--- config.mk ---
export PLATFORM = sky130hd
export DESIGN_NAME = veoi_drop_unit
export DESIGN_NICKNAME = d
export VERILOG_FILES = /design/src/rtl/veoi_pkg.sv /design/src/rtl/veoi_gprio_mask.sv /design/src/rtl/veoi_apr_drop.sv /design/src/rtl/veoi_lr_match.sv /design/src/rtl/veoi_drop_unit.sv
export SDC_FILE = /design/constraint.sdc
export NUM_CORES = 1
export LEC_CHECK = 0
export ABC_CLOCK_PERIOD_IN_PS = 2450
export BUFFER_PORTS_ARGS = -buffer_cell sky130_fd_sc_hd__buf_2
export CELL_PAD_IN_SITES_DETAIL_PLACEMENT = 1
export CELL_PAD_IN_SITES_GLOBAL_PLACEMENT = 1
export CORE_AREA = 2 2 284 286
export CTS_CLUSTER_DIAMETER = 200
export CTS_CLUSTER_SIZE = 8
export DETAILED_ROUTE_END_ITERATION = 16
export DIE_AREA = 0 0 286 288
export PLACE_DENSITY_LB_ADDON = 0.1
export SETUP_SLACK_MARGIN = 0.15
export SYNTH_ARGS = -nofsm -noshare
export SYNTH_HDL_FRONTEND = slang
export SYNTH_SLANG_ARGS = --single-unit
export TNS_END_PERCENT = 50
--- constraint.sdc ---
create_clock -name clk -period 2.45 [get_ports clk]
set_clock_uncertainty 0.15 [all_clocks]
set_input_delay 0.245 -clock clk [delete_from_list [all_inputs] [get_ports clk]]
set_output_delay 0.245 -clock clk [all_outputs]
set_load 0.05 [all_outputs]
--- src/rtl/veoi_pkg.sv ---
package veoi_pkg;

    localparam int ID_W     = 24;
    localparam int PRIO_W   = 8;
    localparam int WORD_W   = 32;
    localparam int CNT_W    = 5;
    localparam int BPR_W    = 3;

    // list entry state bit positions
    localparam int ST_PEND  = 0;
    localparam int ST_ACT   = 1;

    typedef enum logic [2:0] {
        EOI_IGNORE    = 3'd0,
        EOI_NOACT     = 3'd1,
        EOI_UNMATCHED = 3'd2,
        EOI_DEACT     = 3'd3,
        EOI_DROP_ONLY = 3'd4
    } eoi_kind_e;

    // trailing-zero count; an all-zero word yields WORD_W
    function automatic logic [5:0] tz_count(input logic [WORD_W-1:0] w);
        logic [5:0] r;
        r = 6'(WORD_W);
        for (int b = WORD_W - 1; b >= 0; b--) begin
            if (w[b]) r = 6'(b);
        end
        return r;
    endfunction

endpackage

--- src/rtl/veoi_gprio_mask.sv ---
module veoi_gprio_mask
    import veoi_pkg::*;
(
    input  logic              grp,
    input  logic [BPR_W-1:0]  bpr_g0,
    input  logic [BPR_W-1:0]  bpr_g1,
    input  logic              common_bpr,
    output logic [PRIO_W-1:0] mask
);

    logic [BPR_W-1:0] sel_bpr;
    logic [4:0]       shamt;

    always_comb begin
        if (grp && !common_bpr) sel_bpr = bpr_g1;
        else                    sel_bpr = bpr_g0;
        shamt = 5'(sel_bpr) + 5'd1;
        mask  = {PRIO_W{1'b1}} << shamt;
    end

endmodule

--- src/rtl/veoi_apr_drop.sv ---
module veoi_apr_drop
    import veoi_pkg::*;
#(
    parameter int APR_WORDS = 4
) (
    input  logic [APR_WORDS-1:0][WORD_W-1:0] apr0_in,
    input  logic [APR_WORDS-1:0][WORD_W-1:0] apr1_in,
    input  logic [2:0]                       prebits,
    input  logic [BPR_W-1:0]                 min_bpr,
    output logic [APR_WORDS-1:0][WORD_W-1:0] apr0_next,
    output logic [APR_WORDS-1:0][WORD_W-1:0] apr1_next,
    output logic                             found,
    output logic [PRIO_W-1:0]                drop_prio
);

    localparam int IDX_W = $clog2(APR_WORDS * WORD_W) + 1;

    logic [APR_WORDS-1:0] word_live;
    logic [APR_WORDS-1:0] word_busy;
    logic [3:0]           nwords;
    logic [5:0]           c0, c1;
    logic [IDX_W-1:0]     bit_idx;
    logic [31:0]          wide;

    always_comb begin
        if (prebits < 3'd5) nwords = 4'd1;
        else                nwords = 4'd1 << (prebits - 3'd5);
    end

    // per-word qualifiers
    for (genvar w = 0; w < APR_WORDS; w++) begin : g_word
        assign word_live[w] = (w < int'(nwords));
        assign word_busy[w] = word_live[w] && ((apr0_in[w] | apr1_in[w]) != '0);
    end

    always_comb begin
        apr0_next = apr0_in;
        apr1_next = apr1_in;
        found     = 1'b0;
        bit_idx   = '0;
        c0        = '0;
        c1        = '0;
        for (int w = 0; w < APR_WORDS; w++) begin
            if (!found && word_busy[w]) begin
                found = 1'b1;
                c0 = tz_count(apr0_in[w]);
                c1 = tz_count(apr1_in[w]);
                if (c0 <= c1) begin
                    apr0_next[w][c0[4:0]] = 1'b0;
                    bit_idx = IDX_W'(c0) + IDX_W'(w * WORD_W);
                end else begin
                    apr1_next[w][c1[4:0]] = 1'b0;
                    bit_idx = IDX_W'(c1) + IDX_W'(w * WORD_W);
                end
            end
        end
        wide = 32'(bit_idx) << (32'(min_bpr) + 32'd1);
        if (found) drop_prio = wide[PRIO_W-1:0];
        else       drop_prio = {PRIO_W{1'b1}};
    end

endmodule

--- src/rtl/veoi_lr_match.sv ---
module veoi_lr_match
    import veoi_pkg::*;
#(
    parameter int NUM_LR = 4
) (
    input  logic [ID_W-1:0]              id,
    input  logic [NUM_LR-1:0][ID_W-1:0]  lr_id,
    input  logic [NUM_LR-1:0][1:0]       lr_state,
    output logic                         hit,
    output logic [$clog2(NUM_LR+1)-1:0]  hit_idx
);

    localparam int IW = $clog2(NUM_LR + 1);

    logic [NUM_LR-1:0] cand;

    for (genvar i = 0; i < NUM_LR; i++) begin : g_cand
        assign cand[i] = lr_state[i][ST_ACT] && (lr_id[i] == id);
    end

    // lowest index wins: scan downward so the last assignment is the lowest
    always_comb begin
        hit     = 1'b0;
        hit_idx = '0;
        for (int i = NUM_LR - 1; i >= 0; i--) begin
            if (cand[i]) begin
                hit     = 1'b1;
                hit_idx = IW'(i);
            end
        end
    end

endmodule

--- src/rtl/veoi_drop_unit.sv ---
module veoi_drop_unit
    import veoi_pkg::*;
#(
    parameter int NUM_LR    = 4,
    parameter int APR_WORDS = 4
) (
    input  logic                             clk,
    input  logic                             rst_n,
    input  logic                             eoi_wr,
    input  logic [31:0]                      eoi_data,
    input  logic                             eoi_grp,
    input  logic                             split_mode,
    input  logic [ID_W-1:0]                  num_irq,
    input  logic [2:0]                       prebits,
    input  logic [BPR_W-1:0]                 min_bpr,
    input  logic [BPR_W-1:0]                 bpr_g0,
    input  logic [BPR_W-1:0]                 bpr_g1,
    input  logic                             common_bpr,
    input  logic [NUM_LR-1:0][ID_W-1:0]      lr_id_in,
    input  logic [NUM_LR-1:0][PRIO_W-1:0]    lr_prio_in,
    input  logic [NUM_LR-1:0]                lr_grp_in,
    input  logic [NUM_LR-1:0][1:0]           lr_state_in,
    input  logic [APR_WORDS-1:0][WORD_W-1:0] apr0_in,
    input  logic [APR_WORDS-1:0][WORD_W-1:0] apr1_in,
    output logic [NUM_LR-1:0][1:0]           lr_state_out,
    output logic [APR_WORDS-1:0][WORD_W-1:0] apr0_out,
    output logic [APR_WORDS-1:0][WORD_W-1:0] apr1_out,
    output logic [CNT_W-1:0]                 eoi_count
);

    localparam int IW = $clog2(NUM_LR + 1);

    logic [ID_W-1:0]                  wr_id;
    logic                             id_ok;
    logic [APR_WORDS-1:0][WORD_W-1:0] apr0_drop, apr1_drop;
    logic                             drop_found;
    logic [PRIO_W-1:0]                drop_prio;
    logic                             lr_hit;
    logic [IW-1:0]                    lr_idx;
    logic [PRIO_W-1:0]                gmask;
    logic                             grp_eq, prio_eq;
    eoi_kind_e                        kind;

    logic [NUM_LR-1:0][1:0]           lr_nx;
    logic [APR_WORDS-1:0][WORD_W-1:0] apr0_nx, apr1_nx;
    logic [CNT_W-1:0]                 cnt_nx;

    assign wr_id = eoi_data[ID_W-1:0];
    assign id_ok = (wr_id < num_irq);

    veoi_apr_drop #(.APR_WORDS(APR_WORDS)) u_drop (
        .apr0_in   (apr0_in),
        .apr1_in   (apr1_in),
        .prebits   (prebits),
        .min_bpr   (min_bpr),
        .apr0_next (apr0_drop),
        .apr1_next (apr1_drop),
        .found     (drop_found),
        .drop_prio (drop_prio)
    );

    veoi_lr_match #(.NUM_LR(NUM_LR)) u_match (
        .id       (wr_id),
        .lr_id    (lr_id_in),
        .lr_state (lr_state_in),
        .hit      (lr_hit),
        .hit_idx  (lr_idx)
    );

    veoi_gprio_mask u_mask (
        .grp        (eoi_grp),
        .bpr_g0     (bpr_g0),
        .bpr_g1     (bpr_g1),
        .common_bpr (common_bpr),
        .mask       (gmask)
    );

    always_comb begin
        grp_eq  = (lr_grp_in[lr_idx] == eoi_grp);
        prio_eq = ((lr_prio_in[lr_idx] & gmask) == drop_prio);
    end

    // classify the write
    always_comb begin
        if (!id_ok)                                kind = EOI_IGNORE;
        else if (!drop_found)                      kind = EOI_NOACT;
        else if (!lr_hit)                          kind = EOI_UNMATCHED;
        else if (grp_eq && prio_eq && !split_mode) kind = EOI_DEACT;
        else                                       kind = EOI_DROP_ONLY;
    end

    // next values for each outcome
    always_comb begin
        lr_nx   = lr_state_in;
        apr0_nx = apr0_in;
        apr1_nx = apr1_in;
        cnt_nx  = eoi_count;
        unique case (kind)
            EOI_IGNORE, EOI_NOACT: begin
            end
            EOI_UNMATCHED: begin
                apr0_nx = apr0_drop;
                apr1_nx = apr1_drop;
                cnt_nx  = eoi_count + CNT_W'(1);
            end
            EOI_DEACT: begin
                apr0_nx = apr0_drop;
                apr1_nx = apr1_drop;
                lr_nx[lr_idx][ST_ACT] = 1'b0;
            end
            EOI_DROP_ONLY: begin
                apr0_nx = apr0_drop;
                apr1_nx = apr1_drop;
            end
            default: begin
            end
        endcase
    end

    always_ff @(posedge clk or negedge rst_n) begin
        if (!rst_n) begin
            lr_state_out <= '0;
            apr0_out     <= '0;
            apr1_out     <= '0;
            eoi_count    <= '0;
        end else if (eoi_wr) begin
            lr_state_out <= lr_nx;
            apr0_out     <= apr0_nx;
            apr1_out     <= apr1_nx;
            eoi_count    <= cnt_nx;
        end
    end

    // ---------------- assertions ----------------
    logic [NUM_LR-1:0] pend_in, pend_out, act_in, act_out;
    for (genvar i = 0; i < NUM_LR; i++) begin : g_bits
        assign pend_in[i]  = lr_state_in[i][ST_PEND];
        assign pend_out[i] = lr_state_out[i][ST_PEND];
        assign act_in[i]   = lr_state_in[i][ST_ACT];
        assign act_out[i]  = lr_state_out[i][ST_ACT];
    end


    ignore_chk: assert property (@(posedge clk) disable iff (!rst_n)
        (eoi_wr && (eoi_data[ID_W-1:0] >= num_irq)) |=>
            (lr_state_out == $past(lr_state_in)) && (apr0_out == $past(apr0_in)) &&
            (apr1_out == $past(apr1_in)) && $stable(eoi_count));


    one_bit_chk: assert property (@(posedge clk) disable iff (!rst_n)
        eoi_wr |=> ($countones({apr0_out, apr1_out}) + 1 >= $countones($past({apr0_in, apr1_in}))));


    cnt_step_chk: assert property (@(posedge clk) disable iff (!rst_n)
        eoi_wr |=> (eoi_count == $past(eoi_count)) || (eoi_count == $past(eoi_count) + CNT_W'(1)));


    pend_keep_chk: assert property (@(posedge clk) disable iff (!rst_n)
        eoi_wr |=> (pend_out == $past(pend_in)));


    single_lr_chk: assert property (@(posedge clk) disable iff (!rst_n)
        eoi_wr |=> $onehot0($past(act_in) ^ act_out));


    hold_chk: assert property (@(posedge clk) disable iff (!rst_n)
        !eoi_wr |=> $stable(eoi_count) && $stable(lr_state_out) && $stable(apr0_out) && $stable(apr1_out));

endmodule

### Yosys cells after proc, flatten, opt, wreduce, memory -nomap -nowiden

Cells that the tools add are included.

* bits in registers: 269
* output and inout port bits: 269

* reductions and logical operators: 34
* muxes and demuxes: 332
* shift-type cells: 3
* add/subtract/negate cells: 10
* magnitude comparators: 28
* eq/ne operators: 9
* bitwise operators: 23

Operators with widths (number)
* $mux W6: 265
* $mux W32: 16
* $and A32 B32 Y32: 8
* $mux W128: 2
* $not A32 Y32: 8
* $or A32 B32 Y32: 4
* $reduce_bool A32 Y1: 4
* $eq A24 B24 Y1: 4
* $mux W8: 10
* $lt A5 B6 Y1 const B: 8
* $demux W1 S5: 8
* $ge A5 B1 Y1 const B: 8
* $add A6 B7 Y8 const B: 4
* $shl A8 B32 Y8: 1
* $le A6 B6 Y1: 4
* $lt A24 B24 Y1: 1
* $logic_and A1 B1 Y1: 23
* $mux W1: 17
* $and A8 B8 Y8: 2
* $bmux W8 S2: 1
* $mux W3: 5
* $add A6 B6 Y7 const B: 2
* $mux W2: 5
* $add A3 B1 Y4 const B: 2
* other kinds (19): 27

### Longest topological paths before layout

Gate-level depths: netlist of run 1.

* word-level depth: 51
* depth in mapped cells: 20
* gate-level depth less buffers: 19

### Cells and area by module

Synthesis of run 1 repeated with hierarchy kept, for this count alone.

* cell total of the unflattened synthesis: 2933
* area, all modules: 21581.9 um^2

Modules (own cells, without submodules)
* veoi_drop_unit: area each 12921.1 um^2, cells each 1551, instances 1
* veoi_apr_drop: area each 7260.7 um^2, cells each 1204, instances 1
* veoi_lr_match: area each 1197.4 um^2, cells each 148, instances 1
* veoi_gprio_mask: area each 202.7 um^2, cells each 30, instances 1

### Worst setup path before layout of run 1

Ideal clock, no wire load.

* path kind: input to register
* from: in apr0_in[16] (netlist bit)
* to: reg lr_state_out[7] (netlist bit)
* slack: -2.556 ns
* stages on the path: 15
* arrival: 4.715 ns
* cell sequence: or4_1 a211o_1 a21oi_1 ha_1 a21o_1 a2111oi_1 nor2_1 mux2i_1 a221oi_1 nor2_1 o31a_1 and3_1 or4_4 nor4_4 a31oi_1

* cells in the longest elaborated chain, start to end: 35
* elaborated cells on any way between the ends: 48
* those cells by class: order compare (1); eq/ne (2); shift (1); mux (33); bitwise (1); reduce/logical (10)

RTL lines
* start, declared: RTL line veoi_drop_unit.sv:23 `input logic [APR_WORDS-1:0][WORD_W-1:0] apr0_in,`
* $mux W6 (17 in series): RTL line veoi_pkg.sv:26 `if (w[b]) r = 6'(b);`
* $mux W6: RTL line veoi_apr_drop.sv:44 `if (!found && word_busy[w]) begin`
* $le A6 B6 Y1: RTL line veoi_apr_drop.sv:48 `if (c0 <= c1) begin`
* $mux W6: RTL line veoi_apr_drop.sv:48
* $mux W8 (4 in series): RTL line veoi_apr_drop.sv:44
* $shl A8 B32 Y8: RTL line veoi_apr_drop.sv:57 `wide = 32'(bit_idx) << (32'(min_bpr) + 32'd1);`
* $mux W8: RTL line veoi_apr_drop.sv:58 `if (found) drop_prio = wide[PRIO_W-1:0];`
* $eq A8 B8 Y1: RTL line veoi_drop_unit.sv:80 `prio_eq = ((lr_prio_in[lr_idx] & gmask) == drop_prio);`
* $logic_and A1 B1 Y1 (2 in series): RTL line veoi_drop_unit.sv:88 `else if (grp_eq && prio_eq && !split_mode) kind = EOI_DEACT;`
* $mux W3: RTL line veoi_drop_unit.sv:88
* $mux W3: RTL line veoi_drop_unit.sv:87 `else if (!lr_hit) kind = EOI_UNMATCHED;`
* $mux W3 *: RTL line veoi_drop_unit.sv:86 `else if (!drop_found) kind = EOI_NOACT;`
* $mux W3 *: RTL line veoi_drop_unit.sv:85 `if (!id_ok) kind = EOI_IGNORE;`
* $eq A3 B2 Y1 *: RTL line veoi_drop_unit.sv:98 `unique case (kind)`
* $mux W8 *: RTL line veoi_drop_unit.sv:98
* end signal, assigned: RTL line veoi_drop_unit.sv:127 `lr_state_out <= lr_nx;`
* end, declared: RTL line veoi_drop_unit.sv:25 `output logic [NUM_LR-1:0][1:0] lr_state_out,`

Mark *: on every way between the ends. The rest lies on a longest branch, timed or not. The select of a mux whose other input is x is not followed.
A chain may end at the register's enable or synchronous reset.

### Worst setup path after layout of run 1

* from: in apr1_in[25] (netlist bit)
* to: reg lr_state_out[7] (netlist bit)

* cells in the longest elaborated chain, start to end: 44
* elaborated cells on any way between the ends: 57
* those cells by class: order compare (1); eq/ne (2); shift (1); mux (42); bitwise (1); reduce/logical (10)

RTL lines
* start, declared: RTL line veoi_drop_unit.sv:24 `input logic [APR_WORDS-1:0][WORD_W-1:0] apr1_in,`
* $mux W6 (26 in series): RTL line veoi_pkg.sv:26
* $mux W6: RTL line veoi_apr_drop.sv:44
* $le A6 B6 Y1: RTL line veoi_apr_drop.sv:48
* $mux W6: RTL line veoi_apr_drop.sv:48
* $mux W8 (4 in series): RTL line veoi_apr_drop.sv:44
* $shl A8 B32 Y8: RTL line veoi_apr_drop.sv:57
* $mux W8: RTL line veoi_apr_drop.sv:58
* $eq A8 B8 Y1: RTL line veoi_drop_unit.sv:80
* $logic_and A1 B1 Y1 (2 in series): RTL line veoi_drop_unit.sv:88
* $mux W3: RTL line veoi_drop_unit.sv:88
* $mux W3: RTL line veoi_drop_unit.sv:87
* $mux W3 *: RTL line veoi_drop_unit.sv:86
* $mux W3 *: RTL line veoi_drop_unit.sv:85
* $eq A3 B2 Y1 *: RTL line veoi_drop_unit.sv:98
* $mux W8 *: RTL line veoi_drop_unit.sv:98

Marks and branches as above.

==> results summary, run 1 <==
The run finished, with violations left. The final reports fail on setup timing. Setup repair after global routing could not meet its margin everywhere. The placed cell area is 30,600 um^2. The maximum resistive drop on vdd is 436 uV. Yosys attributes the largest share of cell area to sky130_fd_sc_hd__dfrtp_1 (34%), sky130_fd_sc_hd__o211ai_1 (8.3%), sky130_fd_sc_hd__o21ai_0 (7.5%). The count of buffers from port buffering is 730.

The leading register cell type out of synthesis is sky130_fd_sc_hd__dfrtp_1. In the synthesized netlist, the cells that appear most often are sky130_fd_sc_hd__inv_1 (353), sky130_fd_sc_hd__o21ai_0 (296), sky130_fd_sc_hd__dfrtp_1 (269). TritonCTS built the clock tree. The placed instance count is 4,920.

The flip-flop and latch count after synthesis came out at 269. The synthesis-to-finish area growth is 85.5%. Of all cell types, the one taking the most synthesized area is sky130_fd_sc_hd__dfrtp_1. The count of warnings emitted by yosys came out at 0. The proportion of layout cells with a drive suffix above 1 came out at 0.452. The share of the yosys chip area belonging to registers is 0.342. The period utilization is 1.82. The global placement routability congestion came out at 0.933. The final cell area excluding filler cells is 36,600 um^2.

The static leakage power came out at 17.2 nW. The net count of the mapped netlist is 3,008. The count of different cell masters after synthesis came out at 79.

The final layout contains routed wiring with a total length of 122,000 um. The DRC violation count after routing is 0. The per-cell routed wire length is 23.0 um. The clock transition time at the flip-flop clock pins of the worst setup and hold paths came out at 60 ps. The first-pass iteration count of the detailed router came out at 5. The worst slew margin relative to its limit is 0.438. The minimum clock period after layout is 4470 ps. The site row count is 104. The design draws 0.0174 W. The effective utilization at floorplan came out at 0.248. The H-tree was split into 2 levels. The detailed-route vias per instance came out at 5.03. The cell area that synthesis handed to floorplanning was 19,700 um^2. The number of global-route vias before repair is 29,400.

The largest net degree at the start of global routing is 161. The number of setup violations in the final report came out at 265. The final number of hold-violating endpoints came to 0. The final design utilization came out at 0.459. By instance count, the leading cell after synthesis is sky130_fd_sc_hd__inv_1. In this run, the number of DRC markers left after iteration 0 of detailed routing was 1,130. The worst setup path is launched from a primary input. The arrival time at the worst endpoint came out at 4740 ps.

The share of synthesized area spent on multiplexers came out at 0.0240. The die covers 82,400 um^2. The critical path in this run is classified as in2reg. Of the total synthesized cell area, the portion taken by XOR and XNOR cells is 0.0471. The max capacitance violation total is 0. The first-pass GRT wire length is 179,000 um.

The floorplan step defined a core boundary enclosing 79,600 um^2. The number of clock buffers added by TritonCTS is 39. The transition time at the pin with the least slew margin came out at 837 ps. The path type of the worst min-delay path is in2reg. The simple-gate share of the synthesized area came out at 0.217. The nature of the critical path endpoint is a register. The area fraction in compound gates after synthesis is 0.254. The largest buffer count on any clock path is 3.

The initial antenna violation count is 43. Of all nets on the critical path, the largest fanout is 6. For this run the aggregate overflow at the end of global routing stands at 0. The all-layer global routing usage is 0.283.

The count of nets left with antenna violations after detail routing is 0. The top cell type's share of synthesized area is 0.342. After synthesis, the share of flip-flops with an asynchronous set or reset is 1.00. Across all setup checks in the final design, the least slack found is -2020 ps. The clock latency on the worst-skew pair came out at 560 ps.

The count of cells in the finished layout, fillers not included, comes to 5,298. The die boundary height is 288 um. The total via count in the routed design came out at 26,600.

At the worst endpoint, the required time is 2720 ps. After synthesis, the largest family of logic cells by area is compound AO/OA/AOI/OAI gates. The final HPWL from detailed placement is 96,500 um. The die span in x came out at 286 um. The synthesized area per cell is 7.93 um^2. The max-slew violation total from the final report is 0.

The arithmetic-cell share of the synthesized area counting full adders, half adders and majority gates is 0.0336. After technology mapping, the gate count stands at 2,485. Derived from the worst setup path, the maximum achievable clock frequency is 0.224 GHz. The clock drives 269 sinks. The number of flops mapped to enable cells by yosys is 0. In this run the power density over the cells is 477 nW/um^2. The CTS root buffer is sky130_fd_sc_hd__clkbuf_16.

The number of I/O pins is 739. After the last flow step, the layout net total stands at 4,736. Timing analysis after detailed placement gives a worst setup slack of -2800 ps.
power breakdown:
part	internal (W)	total (W)	switching [W]	leakage [nW]
Sequential	0.00489	0.00519	0.000300	3.26
Clock	0.00291	0.00508	0.00217	0.509
Combinational	0.00271	0.00716	0.00445	13.4
Total	0.0105	0.0174	0.00692	17.2
worst max-delay path: stages:
cell	delay (ps)
sky130_fd_sc_hd__buf_6	90
sky130_fd_sc_hd__or4_4	550
sky130_fd_sc_hd__buf_6	150
sky130_fd_sc_hd__o211ai_1	180
sky130_fd_sc_hd__a31oi_1	110
sky130_fd_sc_hd__nor2b_1	190
sky130_fd_sc_hd__inv_2	80
sky130_fd_sc_hd__ha_4	280
sky130_fd_sc_hd__nand3_4	80
sky130_fd_sc_hd__a21oi_4	150
sky130_fd_sc_hd__a2111oi_4	60
sky130_fd_sc_hd__buf_4	170
sky130_fd_sc_hd__nor2_4	180
sky130_fd_sc_hd__mux2i_2	300
sky130_fd_sc_hd__o22ai_4	130
sky130_fd_sc_hd__a211o_1	330
sky130_fd_sc_hd__buf_4	140
sky130_fd_sc_hd__a211o_1	320
sky130_fd_sc_hd__and3_1	150
sky130_fd_sc_hd__or4_4	430
sky130_fd_sc_hd__nor4_4	130
sky130_fd_sc_hd__buf_4	190
sky130_fd_sc_hd__a31oi_1	90
placed cells by master (no fill, tap or decap), drive strengths merged, types with 20 or more instances in the layout:
cell type	instances
o211ai	219
mux2i	27
ha	53
nor2	175
o21ai	302
a21oi	62
nand2b	40
diode	24
or4	29
buf	1524
xnor2	41
nor3	54
xor2	65
nand4	51
clkbuf	41
dlygate4sd3	242
nor4	114
dfrtp	269
nand2	155
inv	353
nor2b	20
o31ai	26
nand3	94
final timing paths:
path                            slack, ps                           to                      from  cells past startpoint
max in group asynchronous            1270     apr0_out[73]$_DFFE_PN0P_                     rst_n                      3
worst max-delay path                -2020  lr_state_out[7]$_DFFE_PN0P_               apr1_in[25]                     23
worst min register to register        320     eoi_count[4]$_DFFE_PN0P_  eoi_count[4]$_DFFE_PN0P_                      1
min in group asynchronous             110     apr0_out[82]$_DFFE_PN0P_                     rst_n                      2
worst min-delay path                   20    apr1_out[104]$_DFFE_PN0P_              apr1_in[104]                      4
worst max register to register       1180     eoi_count[1]$_DFFE_PN0P_  eoi_count[0]$_DFFE_PN0P_                      2
sequential cells by signal, indices dropped and copies added (netlist names):
register      count
apr0_out        128
apr1_out        128
lr_state_out      8
eoi_count         5
final cells by class:
| class | count | area (um^2) |
|---|---|---|
| Tap cell | 1060 | 1330 |
| Timing Repair Buffer | 1766 | 12700 |
| Multi-Input combinational cell | 1784 | 13400 |
| Clock inverter | 1 | 5.00 |
| Sequential cell | 269 | 6730 |
| Inverter | 353 | 1340 |
| Antenna cell | 24 | 60.1 |
| Clock buffer | 41 | 1030 |
| Fill cell | 9646 | 43100 |
metrics by stage:
stage / setup TNS, ps / hold slack (ps)
4_1_cts: -190640 / 0.887
3_5_place_dp: -466280 / 138
5_1_grt: -231000 / 27.9
6_report: -199210 / 22.5
3_3_place_gp: -450490 / 133
2_1_floorplan: -168350 / -201
per-layer routing:
metal	wire (um)	vias to the layer above	GRT usage
met5	125	-	0
met4	4980	20	0.106
met3	5340	218	0.0465
met2	63200	692	0.528
met1	48200	13200	0.322
li1	-	12500	-
what timing repair did:
| item | in CTS | in global routing |
|---|---|---|
| cloned | 0 | 1 |
| buffers inserted | 28 | 41 |
| endpoints found under the setup margin | 265 | 265 |
| gates resized for setup | 197 | 279 |
| hold endpoints to repair | 305 | 1 |
| hold buffers | 241 | 1 |
| pin swaps | 68 | 158 |
logic make-up (layout without fill, tap and decap cells):
family | after synthesis | count (layout)
xor gates and xnor gates | 106 | 106
other | 0 | 24
AOI/OAI and AO/OA | 769 | 769
and+or+nand+nor | 812 | 813
DFF | 269 | 269
adders and majority gates | 53 | 53
buffers and inverters | 433 | 2161
muxes | 43 | 43
No activity file was read; power rests on OpenSTA's default activity.
==> run 2: changes to the inputs <==
- ABC_AREA: not set -> 1
- CORE_AREA: 2 2 284 286 -> 2 2 291 293
- DIE_AREA: 0 0 286 288 -> 0 0 293 295
==> run 2 against run 1 <==
The flow still finishes with violations (setup timing); die area is 4.9% higher; non-clock buffer count is 61 lower; wire length is 8.2% lower; area after synthesis is 0.74% lower; combinational power is 3.6% lower; sequential cell count stayed put; worst hold slack better by 19 ps; synthesized cell count is 20% higher; cell area is 4.8% lower; sequential power hardly changed; register-to-register slack worse by 60 ps; highest routed layer unchanged.
==> results summary, run 2 <==
The CTS root buffer is sky130_fd_sc_hd__clkbuf_16. The global route total overflow was 0 (unchanged). The required arrival time at the worst endpoint came out at 2740 ps (+20 ps).

The final number of hold-violating endpoints came out at 0 (unchanged). The number of global-route vias before repair is 28,400 (-3.4%). The die span in x is 293 um (+2.4%).

The area of the multi-input gates is 11,600 um^2 (-13%). The total via count in the routed design is 26,400 (-0.93%). The count of buffers from port buffering is 730 (unchanged). The run finished, with violations left. The synthesized cell area was 19,600 um^2 (-0.74%). The path class of the tightest hold or removal check is in2reg. The count of different cell masters after synthesis came out at 67 (-15%). The first-pass iteration count of the detailed router came out at 5 (unchanged). The max-slew violation total from the final report is 0 (unchanged). The minimum clock period after layout was 4200 ps (-272 ps). Leaving out fill and tap cells, the most frequent cells in the layout are sky130_fd_sc_hd__nand2_1 (1,080), sky130_fd_sc_hd__buf_2 (715), sky130_fd_sc_hd__buf_4 (643).

The highest achievable clock rate came out at 0.238 GHz (+6.5%). The count of warnings emitted by yosys came out at 0 (unchanged). sky130_fd_sc_hd__dfrtp_1 takes more of the synthesized area than any other cell.

The initial DRC count came out at 813 (-28%). Setup repair after global routing could not meet its margin everywhere. The worst setup path is captured at a register. In the final layout, the registers with the most flip-flops are apr0_out x128, apr1_out x128, lr_state_out x8.

The number of sinks on the clock net came out at 269 (unchanged). The number of setup violations in the final report is 265 (unchanged). The final design utilization is 0.419 (-0.0406). The period utilization came out at 1.71 (-0.111). TritonCTS built the clock tree.

The proportion of layout cells with a drive suffix above 1 is 0.373 (-0.0788). The clock latency on the worst-skew pair came out at 560 ps (about the same). The share of the yosys chip area belonging to registers came to 0.344 (+0.00256). The detailed-route vias per instance was 4.59 (-8.7%). The first-pass GRT wire length came to 168,000 um (-6.3%). The per-cell routed wire length came to 19.5 um (-15%). The max capacitance violation total is 0 (unchanged).

The worst setup slack after placement is -2550 ps (+250 ps). The final HPWL from detailed placement is 89,500 um (-7.3%). The flip-flop and latch count after synthesis is 269 (unchanged). The synthesized area per cell was 6.58 um^2 (-17%).

The initial antenna violation count came out at 49 (+14%). The site row count came out at 106 (+1.9%). The full die area is 86,400 um^2 (+4.9%).

Among the stages of the critical path, the cell type that occurs most often is sky130_fd_sc_hd__nand2_1. The number of flops mapped to enable cells by yosys is 0 (unchanged). The top cell type's share of synthesized area is 0.344 (+0.00256). The kind of critical path is in2reg. The global placement routability congestion is 0.943 (+1.1%). The synthesis-to-finish area growth came out at 77.9%. The all-layer global routing usage was 0.252 (-0.0308).

The worst stage delay on the critical path came out at 330 ps (-220 ps). The number of H-tree levels came out at 2 (unchanged). The largest net degree at the start of global routing came out at 120 (-25%).

The power per unit of standard cell area came to 487 nW/um^2 (+2.2%). The slowest stage of the critical path belongs to the cell sky130_fd_sc_hd__nor4_2. The net count of the mapped netlist is 3,494 (+16%). The worst slew margin relative to its limit came out at 0.330 (-0.108). The final-layout fill cell count is 10,700 (+11%). The largest buffer count on any clock path is 3 (unchanged).

The count of nets left with antenna violations after detail routing came to 0 (unchanged). STA classifies the critical path startpoint as a primary input. The maximum fanout count along the critical path is 6 (unchanged). Sorting the synthesized cells by how often they occur yields sky130_fd_sc_hd__nand2_1 (1,138), sky130_fd_sc_hd__inv_1 (462), sky130_fd_sc_hd__dfrtp_1 (269).

The worst hold margin is 41.7 ps (+19.3 ps). In the post-synthesis netlist, the biggest area contributors are sky130_fd_sc_hd__dfrtp_1 (34%), sky130_fd_sc_hd__nand2_1 (22%), sky130_fd_sc_hd__inv_1 (8.9%). The floorplan core area is 83,200 um^2 (+4.4%).

The library cell used most frequently in the layout, excluding fill and tap cells, is sky130_fd_sc_hd__nand2_1. The DRC violation count after routing came to 0 (unchanged). The maximum resistive drop on vdd is 402 uV (-7.8%).

The most common cell in the synthesized netlist is sky130_fd_sc_hd__nand2_1. The arrival time at the worst endpoint came out at 4480 ps (-260 ps). The final-layout setup total negative slack is -204,010 ps (-4800 ps). The number of nets at the end of the flow came to 5,172 (+9.2%). The transition time at the pin with the least slew margin is 996 ps (+158 ps). The number of I/O pins came out at 739 (unchanged). The leading register cell type out of synthesis is sky130_fd_sc_hd__dfrtp_1. The effective utilization at floorplan came out at 0.235 (-0.0122). The number of buffers added by the clock tree synthesis step came out at 39 (unchanged).

The share of flip-flops with an asynchronous set or reset came out at 1.00 (unchanged). The total detailed-routing wirelength is 112,000 um (-8.2%). The static leakage power is 18.8 nW (+9.6%). The synthesized instance count is 2,971 (+20%). The clock transition time at the flip-flop clock pins of the worst setup and hold paths is 50 ps (about the same). The area taken by flip-flops and latches came out at 6730 um^2 (unchanged). The final reports fail on setup timing. The final worst setup slack is -1750 ps (+272 ps). The die boundary height is 295 um (+2.4%).
==> run 2: cell types whose count changed in the layout (fill, tap and decap cells not counted), sizes merged, moves of 28 or more <==
cell    change
inv       +121
nor2       +55
or4        -28
nor4       -81
nand2     +989
buf        -84
nand3      +57
nand2b     -40
xor2       -51
o21ai     -254
==> run 2: metrics by stage <==
step           area (um^2)  total power [W]  instances
3_3_place_gp         29800           0.0113       5375
6_report             34800           0.0170       5751
2_1_floorplan        19800          0.00842       2971
3_5_place_dp         29800           0.0113       5375
4_1_cts              34200           0.0170       5708
5_1_grt              34800           0.0179       5747
==> run 2: power by group <==
| part | switching, W | internal (W) | leakage [nW] |
|---|---|---|---|
| logic | 0.00429 | 0.00261 | 15.1 |
| clock network | 0.00210 | 0.00279 | 0.489 |
| registers | 0.000279 | 0.00488 | 3.28 |
==> run 2: routing by layer <==
metal,up-vias,GRT usage,wire [um]
met2,584,0.457,56200
met4,32,0.0849,3720
met1,12600,0.297,46200
li1,13000,-,-
met3,201,0.0489,5630
met5,-,0,188
==> run 2: layout make-up <==
cell class                 count  area share
tap                         1080      0.0388
timing repair buffer        1705       0.349
clock buffer                  39      0.0280
sequential                   269       0.193
antenna                       22     0.00158
multi-input combinational   2153       0.333
inverter                     481      0.0553
clock inverter                 2    0.000395
==> run 2: repair_timing <==
item / CTS / global route
pin swaps: 106 / 130
resized for setup: 162 / 105
buffers inserted: 27 / 21
hold buffers: 265 / 0
hold endpoints to repair: 445 / 0
setup endpoints to repair: 265 / 265
==> run 2: worst paths after layout <==
kind	from	endpoint	slack (ps)	cells after the start
worst max register to register	eoi_count[0]$_DFFE_PN0P_	eoi_count[4]$_DFFE_PN0P_	1120	5
max in group asynchronous	rst_n	apr0_out[19]$_DFFE_PN0P_	1280	3
worst min-delay path	apr0_in[12]	apr0_out[12]$_DFFE_PN0P_	40	4
min in group asynchronous	rst_n	apr0_out[69]$_DFFE_PN0P_	100	2
worst min register to register	lr_state_out[2]$_DFFE_PN0P_	lr_state_out[2]$_DFFE_PN0P_	310	2
worst max-delay path	apr1_in[24]	lr_state_out[5]$_DFFE_PN0P_	-1750	33
==> run 2: worst max-delay path, delay by kind of cell <==
kind	cells	cell delay, ps
compound gates	10	1230
fa+ha+maj	1	280
buf+inv	6	730
simple gates	16	1980
==> run 2: cell families (layout without fill, tap and decap cells) <==
kind of cell / count (synthesis) / count (layout) / share of synthesized area
adders and majority gates: 53 / 53 / 0.0339
and+or+nand+nor: 1635 / 1635 / 0.344
xor gates and xnor gates: 39 / 39 / 0.0175
other: 0 / 22 / 0
muxes: 2 / 2 / 0.00115
buffers and inverters: 549 / 2227 / 0.106
AOI/OAI and AO/OA: 424 / 424 / 0.153
DFF: 269 / 269 / 0.344
